--- src/rtl/qbp_pkg.sv ---
package qbp_pkg;
    typedef enum logic [1:0] {
        DRV_LOW   = 2'd0,
        DRV_BOOST = 2'd1,
        DRV_HOLD  = 2'd2
    } drv_state_e;
endpackage

--- src/rtl/qbp_bit_cell.sv ---
module qbp_bit_cell
    import qbp_pkg::*;
(
    input  logic clk_i,
    input  logic rst_ni,
    input  logic wr_i,
    input  logic d_i,
    input  logic scl_fall_i,
    output logic pull_dn_o,
    output logic weak_up_o,
    output logic strong_up_o
);
    drv_state_e state_q, state_d;

    always_ff @(posedge clk_i or negedge rst_ni) begin
        if (!rst_ni) state_q <= DRV_HOLD;
        else         state_q <= state_d;
    end

    always_comb begin
        state_d = state_q;
        unique case (state_q)
            DRV_LOW: begin
                if (wr_i && d_i) state_d = DRV_BOOST;       // LOW_TO_BOOST
            end
            DRV_BOOST: begin
                if (wr_i && !d_i)    state_d = DRV_LOW;     // BOOST_TO_LOW
                else if (scl_fall_i) state_d = DRV_HOLD;    // BOOST_TO_HOLD
            end
            DRV_HOLD: begin
                if (wr_i && !d_i) state_d = DRV_LOW;        // HOLD_TO_LOW
            end
            default: state_d = DRV_HOLD;
        endcase
    end

    always_comb begin
        pull_dn_o   = 1'b0;
        weak_up_o   = 1'b0;
        strong_up_o = 1'b0;
        unique case (state_q)
            DRV_LOW:   pull_dn_o = 1'b1;
            DRV_BOOST: begin
                weak_up_o   = 1'b1;
                strong_up_o = 1'b1;
            end
            DRV_HOLD:  weak_up_o = 1'b1;
            default:   weak_up_o = 1'b1;
        endcase
    end
endmodule

--- src/rtl/qbp_pin_sync.sv ---
module qbp_pin_sync #(
    parameter int W      = 8,
    parameter int STAGES = 2
) (
    input  logic         clk_i,
    input  logic         rst_ni,
    input  logic [W-1:0] pin_i,
    output logic [W-1:0] pin_o
);
    generate
        if (STAGES == 0) begin : g_pass
            assign pin_o = pin_i;
        end else begin : g_chain
            logic [W-1:0] stage_q [STAGES];
            always_ff @(posedge clk_i or negedge rst_ni) begin
                if (!rst_ni) begin
                    for (int s = 0; s < STAGES; s++) stage_q[s] <= '1;
                end else begin
                    stage_q[0] <= pin_i;
                    for (int s = 1; s < STAGES; s++) stage_q[s] <= stage_q[s-1];
                end
            end
            assign pin_o = stage_q[STAGES-1];
        end
    endgenerate
endmodule

--- src/rtl/qbp_drive_ctrl.sv ---
module qbp_drive_ctrl #(
    parameter int W           = 8,
    parameter int SYNC_STAGES = 2
) (
    input  logic         clk_i,
    input  logic         rst_ni,
    input  logic         latch_wr_i,
    input  logic [W-1:0] latch_d_i,
    input  logic         scl_fall_i,
    input  logic [W-1:0] pin_i,
    output logic [W-1:0] pull_dn_o,
    output logic [W-1:0] weak_up_o,
    output logic [W-1:0] strong_up_o,
    output logic [W-1:0] pin_rd_o
);
    generate
        for (genvar b = 0; b < W; b++) begin : g_bit
            qbp_bit_cell u_cell (
                .clk_i      (clk_i),
                .rst_ni     (rst_ni),
                .wr_i       (latch_wr_i),
                .d_i        (latch_d_i[b]),
                .scl_fall_i (scl_fall_i),
                .pull_dn_o  (pull_dn_o[b]),
                .weak_up_o  (weak_up_o[b]),
                .strong_up_o(strong_up_o[b])
            );
        end
    endgenerate

    qbp_pin_sync #(.W(W), .STAGES(SYNC_STAGES)) u_sync (
        .clk_i (clk_i),
        .rst_ni(rst_ni),
        .pin_i (pin_i),
        .pin_o (pin_rd_o)
    );
endmodule

--- config.mk ---
export PLATFORM = sky130hd
export DESIGN_NAME = qbp_drive_ctrl
export DESIGN_NICKNAME = d
export VERILOG_FILES = /design/src/rtl/qbp_pkg.sv /design/src/rtl/qbp_bit_cell.sv /design/src/rtl/qbp_pin_sync.sv /design/src/rtl/qbp_drive_ctrl.sv
export SDC_FILE = /design/constraint.sdc
export NUM_CORES = 1
export LEC_CHECK = 0
export ABC_CLOCK_PERIOD_IN_PS = 840
export BUFFER_PORTS_ARGS = -buffer_cell sky130_fd_sc_hd__buf_4
export CAP_MARGIN = 20
export CORE_ASPECT_RATIO = 1.1
export CORE_MARGIN = 1.5
export CORE_UTILIZATION = 44
export DETAILED_ROUTE_END_ITERATION = 10
export GPL_TIMING_DRIVEN = 0
export PLACE_DENSITY = 0.74
export SLEW_MARGIN = 20
export SYNTH_ARGS = -nofsm -noshare
export SYNTH_HDL_FRONTEND = slang
export SYNTH_HIERARCHICAL = 1
export SYNTH_SLANG_ARGS = --single-unit
--- constraint.sdc ---
create_clock -name clk_i -period 0.84 [get_ports clk_i]
set_input_delay 0.168 -clock clk_i [delete_from_list [all_inputs] [get_ports clk_i]]
set_output_delay 0.168 -clock clk_i [all_outputs]
set_load 0.02 [all_outputs]
; ---- Word level (Yosys, flattened, before mapping)
; Cells that the tools add are included.
[op_classes]
n_mux = 57
reduce_logical = 40
n_eq_ne = 40
[ops]
columns = cell, n
row1 = 2-bit two-way mux, 25
row2 = 2-bit case mux with 3 select lines, 8
row3 = 2-bit by 1-bit inequality test with 1-bit output (second input constant), 16
row4 = 1-bit two-way mux, 24
row5 = 3-bit by 2-bit inequality test with 1-bit output (second input constant), 8
row6 = 3-bit AND reduction, 8
row7 = 2-bit by 1-bit == test with 1-bit output (second input constant), 8
row8 = 2-bit == test (second input constant), 8
row9 = 1-bit logical AND, 16
row10 = 2-bit zero test, 8
row11 = 1-bit zero test, 8
[totals]
inputBits = 20
register_bits = 32
out_inout_bits = 32

; ---- Depth between registers and ports, before layout
; Gate-level depths: netlist of run 1.
[logic_depth]
word_depth = 4
depth_mapped = 3
mapped_depth_nobuf = 3

; ---- By module
; The synthesis of run 1 kept the hierarchy.
[modules_own_cells]
columns = module, area_each_um2, n_inst, cells_each
row1 = qbp_bit_cell, 127.6, 8, 12
row2 = qbp_pin_sync, 480.5, 1, 24

; ---- Worst setup path before layout of run 1
; OpenSTA, ideal clock, no wires.
[synth_path]
kind = flip-flop to output port
from = register g_bit[0].u_cell.state_q[1]
to = output pull_dn_o[0]
path_slack_ps = -264
path_buffers = 0
path_stages_with_launch = 3
t_arrival_ps = 936
cell_sequence = dfstp_2 or2_1 inv_1
[synth_between]
elab_chain_len = 2
[synth_rtl]
columns = item, line_no
row1 = "start, declared", qbp_bit_cell.sv:13  ; drv_state_e state_q, state_d;
row2 = "start signal, assigned", qbp_bit_cell.sv:17  ; else state_q <= state_d;
row3 = 2-bit zero test, qbp_bit_cell.sv:41  ; unique case (state_q)
row4 = 1-bit two-way mux, qbp_bit_cell.sv:41
row5 = "end, declared", qbp_drive_ctrl.sv:11  ; output logic [W-1:0] pull_dn_o,
; Every way passes these cells.

; ---- Worst setup path in the final report of run 1
[layout_path]
from = register g_bit[7].u_cell.state_q[1]
to = output pull_dn_o[7]
[layout_between]
elab_chain_len = 2
[layout_rtl]
columns = item, line_no
row1 = "start, declared", qbp_bit_cell.sv:13
row2 = "start signal, assigned", qbp_bit_cell.sv:17
row3 = 2-bit zero test, qbp_bit_cell.sv:41
row4 = 1-bit two-way mux, qbp_bit_cell.sv:41
; Every way passes these cells.

==> metrics.cfg, run 1 <==
[run_status]
status = finished with violations
violations = negative setup slack

[detailed_routing]
drc = 0
drtPass1Iterations = 4
drtAntennaViolNets = 0
wl_per_cell_um = 14.05
routed_via_density = 4.800
wirelength_um = 3442
drt-initial-drc-count = 46
vias = 1176

[flow_run]
cap_violations = 0

[critical_path]
crit_path_end_kind = output port
crit_chain = or2_4, inv_4, buf_6
crit_fanout = 4
r2r_cells = 4
reg2reg_from = g_bit[6].u_cell/state_q[0]$_DFFE_PN0P_
crit_type = reg -> out
r2r_slack_ns = -0.35
critPathLaunchType = flop
crit_path_top_delay_cell = dfstp_2
slowest_delay_ns = 0.58
r2r_end = g_bit[6].u_cell/state_q[0]$_DFFE_PN0P_
cp.required_ns = 0.67
cp.arrival_ns = 1.21

[clock_network]
cts_tree = yes
htree_num_levels = 2
cts-root-buf = clkbuf_4
clock_sinks = 32
cts.reportedPaths.clkPinSlew_ns = 0.09
cts_buffer_depth = 2
worstSkewPairLatency_ns = 0.33
cts_buffers = 5

[die]
initial_core_util_pct = 45.45
die_y_um = 64.27
die_area_mm2 = 0.003772
rows = 22
die_x_um = 58.70
core_mm2 = 0.003303
ios = 52

[hold_path]
min_path_type = in -> reg
hold_end = g_bit[4].u_cell/state_q[0]$_DFFE_PN0P_
hold_path_depth = 3
min_from = latch_d_i[4]

[synthesis]
ys_warn_count = 6
synth.distinct_cells = 11
synthesis.nets = 140
synth_top_area_share_pct = 42.00
synth_area_leaders = dfstp_2 (42%), a2111oi_4 (15%), dfrtp_1 (13%), and2_4 (4.7%), o2bb2ai_1 (4.7%)
syn_avg_cell_area_um2 = 12.51
synth_cells = 120
netlist_area_mm2 = 0.001501
synth-seq-area-share_pct = 55.33
ys_ff_latch = 32
yosysTopAreaCell = dfstp_2

[sta]
slew_headroom_pct = 69.73
post-route-min-period_ns = 1.378
slew_viol_final = 0
hold_viol_final = 0
finalSetupViolCount = 48
setup_tns_ns = -17.30
max_slew.worst_pin.slew_ns = 0.4540
fmax_mhz = 725.7
post-route-period-util_pct = 164.1
fin_skew_ns = 0.009214
rsz0062_at_grt = true
fin_ws_ns = -0.5380

[placement]
port_buffers = 51
gp_congestion = 0.6323
dp.cells = 207
placed_cell_area_mm2 = 0.001969
hpwl_um = 1920

[global_routing]
grtUsageTotal_pct = 20.16
grt_pass1_vias = 1235
antenna_found_initial = 0
grt_pass1_wl_um = 5658
grt-ovfl-total = 0
grt_max_degree = 33

[final_layout]
final_util_pct = 76.82
final_layout_size_suffix_gt1_share_pct = 73.68
final_nets = 228
diodes = 0
multi_input_area_um2 = 653.1
final_cell_area_mm2 = 0.002537
fillCellCount = 191
instances_no_fill = 245
seqCellArea_um2 = 830.8
final_common_cell = buf_6
area_delta_synth_final_pct = 69.00
final_cell_mix = buf_6 (43), buf_4 (37), dfstp_2 (24), nand2_1 (16), dlygate4sd3_1 (9)

[power_and_ir_drop]
irDropWorstVdd_v = 0.001943
power_mw = 8.882
leakage_nw = 1.167
p_per_area_mw_per_mm2 = 3501

## cell families (layout without fill, tap and decap cells)
| group | count (synthesis) | in the layout | share of synthesized area (%) |
|---|---|---|---|
| buffers and inverters | 24 | 113 | 8.000 |
| AO/OA/AOI/OAI | 16 | 16 | 19.33 |
| flip-flops | 32 | 32 | 55.33 |
| AND/OR/NAND/NOR | 48 | 48 | 17.33 |
## where the power goes
group / switching (mW) / internal, mW
combinational: 2.35 / 2.96
clock: 0.495 / 0.624
sequential: 0.357 / 2.09
total: 3.21 / 5.68
## synth_stat cells (all sizes together)
| cell | number |
|---|---|
| a2111oi | 8 |
| buf | 8 |
| o2bb2ai | 8 |
| inv | 16 |
| or2 | 8 |
| dfstp | 24 |
| and2 | 8 |
| dfrtp | 8 |
| nor2b | 8 |
| nor2 | 8 |
| nand2 | 16 |
## worst max-delay path, delay by kind of cell (launching register included)
family	cells	cell delay (ns)
and+or+nand+nor	1	0.16
DFF	1	0.58
buffers and inverters	2	0.15
## what timing repair did
item                                    CTS  global route
hold endpoints to repair                 16             0
setup buffers                            25             7
resized for setup                        46            13
hold buffers                              9             0
pin swaps                                20            13
endpoints found under the setup margin   48            48
## layer usage
| metal | vias up | GRT usage, % | wire length, µm |
|---|---|---|---|
| met1 | 590 | 22.63 | 1321 |
| met2 | 21 | 36.10 | 1975 |
| met3 | 5 | 5.668 | 101 |
| li1 | 560 | - | - |
| met4 | 0 | 6.534 | 43 |
| met5 | - | 0 | 0 |
## worst max-delay path by stage
| stage | slack [ns] | cells after the start | endpoint | startpoint |
|---|---|---|---|---|
| final | -0.54 | 3 | pull_dn_o[7] | g_bit[7].u_cell/state_q[1]$_DFFE_PN1P_ |
| after detailed placement | -0.22 | 3 | pull_dn_o[7] | g_bit[7].u_cell/state_q[1]$_DFFE_PN1P_ |
| after global routing | -0.57 | 3 | pull_dn_o[0] | g_bit[0].u_cell/state_q[0]$_DFFE_PN0P_ |
| after global placement | -0.21 | 3 | pull_dn_o[2] | g_bit[2].u_cell/state_q[1]$_DFFE_PN1P_ |
| after floorplan | -0.12 | 2 | pull_dn_o[0] | g_bit[0].u_cell/state_q[1]$_DFFE_PN1P_ |
| after CTS | -0.54 | 3 | pull_dn_o[1] | g_bit[1].u_cell/state_q[1]$_DFFE_PN1P_ |
## cell type report
cell class | instances | area share (%)
timing repair buffer | 89 | 33.58
sequential | 32 | 32.74
multi-input combinational | 64 | 25.74
inverter | 16 | 3.156
tap | 36 | 1.775
clock buffer | 6 | 1.627
clock inverter | 2 | 1.381
## metrics by stage
| step | worst slack [ns] | hold WS (ns) |
|---|---|---|
| floorplan | -0.1179 | -0.1276 |
| global placement | -0.2077 | 0.1078 |
| detailed placement | -0.2234 | 0.1218 |
| CTS | -0.5426 | 0.1652 |
| global route | -0.5718 | 0.1678 |
| finish | -0.5380 | 0.1767 |
## state kept, by name, summed over array words and instances (netlist names)
signal,count
g_bit.u_cell/state_q,16
u_sync/g_chain.stage_q,8
u_sync/pin_o,8
No activity file was read; power rests on OpenSTA's default activity.
==> run 2, diff against run 1 <==
==> constraint.sdc (replaced) <==
create_clock -name clk_i -period 0.84 [get_ports clk_i]
set_input_delay 0.042 -clock clk_i [delete_from_list [all_inputs] [get_ports clk_i]]
set_output_delay 0.042 -clock clk_i [all_outputs]
set_load 0.02 [all_outputs]
==> run 2 against run 1 <==
Net effect: the run still ends with negative setup slack left; fmax rose by 9.9%; cell area fell by 3.5%; via count fell by 1.2%; power fell by 5.8%; utilization fell by 2.7 points; clock power fell by 24%; first-iteration DRC count fell by 41%; clock skew rose by 0.0011 ns; sequential share of layout area rose by 1.2 points; clock-buffer cell count fell by 1; critical path depth did not move; critical path type unchanged; critical endpoint is now pull_dn_o[0]; largest cell class is now sequential cells; largest power group unchanged.
==> metrics.cfg, run 2 (synthesis gave the netlist of run 1 again) <==
[run_status]
status = finished with violations
violations = negative setup slack

[placement]
hpwl_um = 1928
port_buffers = 51
place_ws_ns = -0.08214
gp_congestion = 0.6243

[final_layout]
largest-register = g_bit.u_cell/state_q
final_cell_mix = buf_6 (39), buf_4 (36), dfstp_2 (24), nand2_1 (15), dlygate4sd3_1 (9)
final_common_cell = buf_6
final_util_pct = 74.17
area_delta_synth_final_pct = 63.17
final_layout_size_suffix_gt1_share_pct = 75.00
diodes = 0
largest_reg_flops = 16
final_nets = 223

[critical_path]
startpoint = g_bit[0].u_cell/state_q[1]$_DFFE_PN1P_
cp.required_ns = 0.80
crit_path_end_kind = output port
reg2reg_from = g_bit[2].u_cell/state_q[0]$_DFFE_PN0P_
crit_type = reg -> out
critPathLaunchType = flop
crit_fanout = 3
cp.arrival_ns = 1.21

[clock_network]
cts_buffers = 5
htree_num_levels = 2
cts-root-buf = clkbuf_4
cts.reportedPaths.clkPinSlew_ns = 0.11
cts_buffer_depth = 2
clock_sinks = 32
cts_tree = yes
worstSkewPairLatency_ns = 0.33

[detailed_routing]
drc = 0
vias = 1162
routed_via_density = 4.842
drt-initial-drc-count = 27
drtPass1Iterations = 4
drtAntennaViolNets = 0
wirelength_um = 3340
wl_per_cell_um = 13.92

[sta]
post-route-min-period_ns = 1.254
rsz0062_at_grt = true
slew_headroom_pct = 69.61
fmax_mhz = 797.5
post-route-period-util_pct = 149.3
max_slew.worst_pin.slew_ns = 0.4559
timing.hold.ws_ns = 0.03707
hold_viol_final = 0
fin_ws_ns = -0.4140
slew_viol_final = 0
finalSetupViolCount = 48
fin_skew_ns = 0.01035

[global_routing]
antenna_found_initial = 0
grt-ovfl-total = 0
grt_pass1_vias = 1213
grtUsageTotal_pct = 19.53
grt_max_degree = 33
grt_pass1_wl_um = 5388

[die]
die_y_um = 64.27
die_area_mm2 = 0.003772
core_mm2 = 0.003303
initial_core_util_pct = 45.45
die_x_um = 58.70
ios = 52
rows = 22

[power_and_ir_drop]
irDropWorstVdd_v = 0.002343
p_clk_share_pct = 10.2
p_seq_share_pct = 29.0
switching_power_mw = 3.153
power_switching_share_pct = 37.67
p_int_mw = 5.216
p_per_area_mw_per_mm2 = 3416
combinationalPowerShare_pct = 60.9
leakage_nw = 1.130

[hold_path]
min_path_type = in -> reg
min_from = latch_d_i[5]

[flow_run]
cap_violations = 0

==> run 2: cell types whose count changed in the layout (fill, tap and decap cells not counted), sizes merged <==
cell	previous run	this run
clkbuf	6	5
buf	80	75
clkinv	1	3
bufinv	1	0
==> run 2: what timing repair did <==
action | CTS | global route
setup endpoints to repair | 48 | 48
pin swaps | 21 | 11
hold endpoints to repair | 40 | 0
buffers inserted | 18 | 9
gates resized for setup | 46 | 12
hold buffers | 9 | 0
==> run 2: layout make-up <==
class                      count  area, µm²
fill                         227      853.3
tap                           36      45.04
clock inverter                 3      18.77
timing repair buffer          84      799.5
clock buffer                   5      37.54
inverter                      16      60.06
multi-input combinational     64      658.1
sequential                    32      830.8
==> run 2: metal layers <==
metal  track usage (%)  vias up  wire (µm)
met5                 0        -          0
met4             9.943        0        109
met1             19.22      557       1160
met3             6.073       14        138
met2             35.67       42       1931
li1                  -      549          -
==> run 2: worst paths after layout <==
path | endpoint | slack, ns | cells past startpoint
worst max-delay path | pull_dn_o[0] | -0.41 | 3
worst min-delay path | g_bit[5].u_cell/state_q[0]$_DFFE_PN0P_ | 0.04 | 3
worst max register to register | g_bit[2].u_cell/state_q[0]$_DFFE_PN0P_ | -0.35 | 4
worst min register to register | u_sync/pin_o[1]$_DFF_PN1_ | 0.36 | 0
max in group asynchronous | u_sync/pin_o[6]$_DFF_PN1_ | 0.34 | 2
min in group asynchronous | g_bit[1].u_cell/state_q[0]$_DFFE_PN0P_ | 0.15 | 2
==> run 2: power by group through the flow <==
stage               clock network, mW  registers (mW)  logic, mW
floorplan                           0            2.54       2.17
global placement                    0            2.60       3.22
global route                    0.985            2.47       5.38
detailed placement                  0            2.66       3.29
CTS                             0.887            2.45       4.70
finish                          0.850            2.42       5.10
==> run 2: critical path: stages (launching register included) <==
cell	delay [ns]
dfstp_2	0.58
or2_4	0.14
inv_2	0.04
buf_6	0.12
==> run 2: metrics by stage <==
stage	cell area, µm²	power [mW]	std cells	setup TNS [ns]
global placement	1949	5.813	207	-0.8194
CTS	2360	8.034	234	-12.17
floorplan	1521	4.707	120	-0.02971
detailed placement	1949	5.951	207	-1.538
global route	2450	8.840	240	-14.65
finish	2450	8.369	240	-12.18
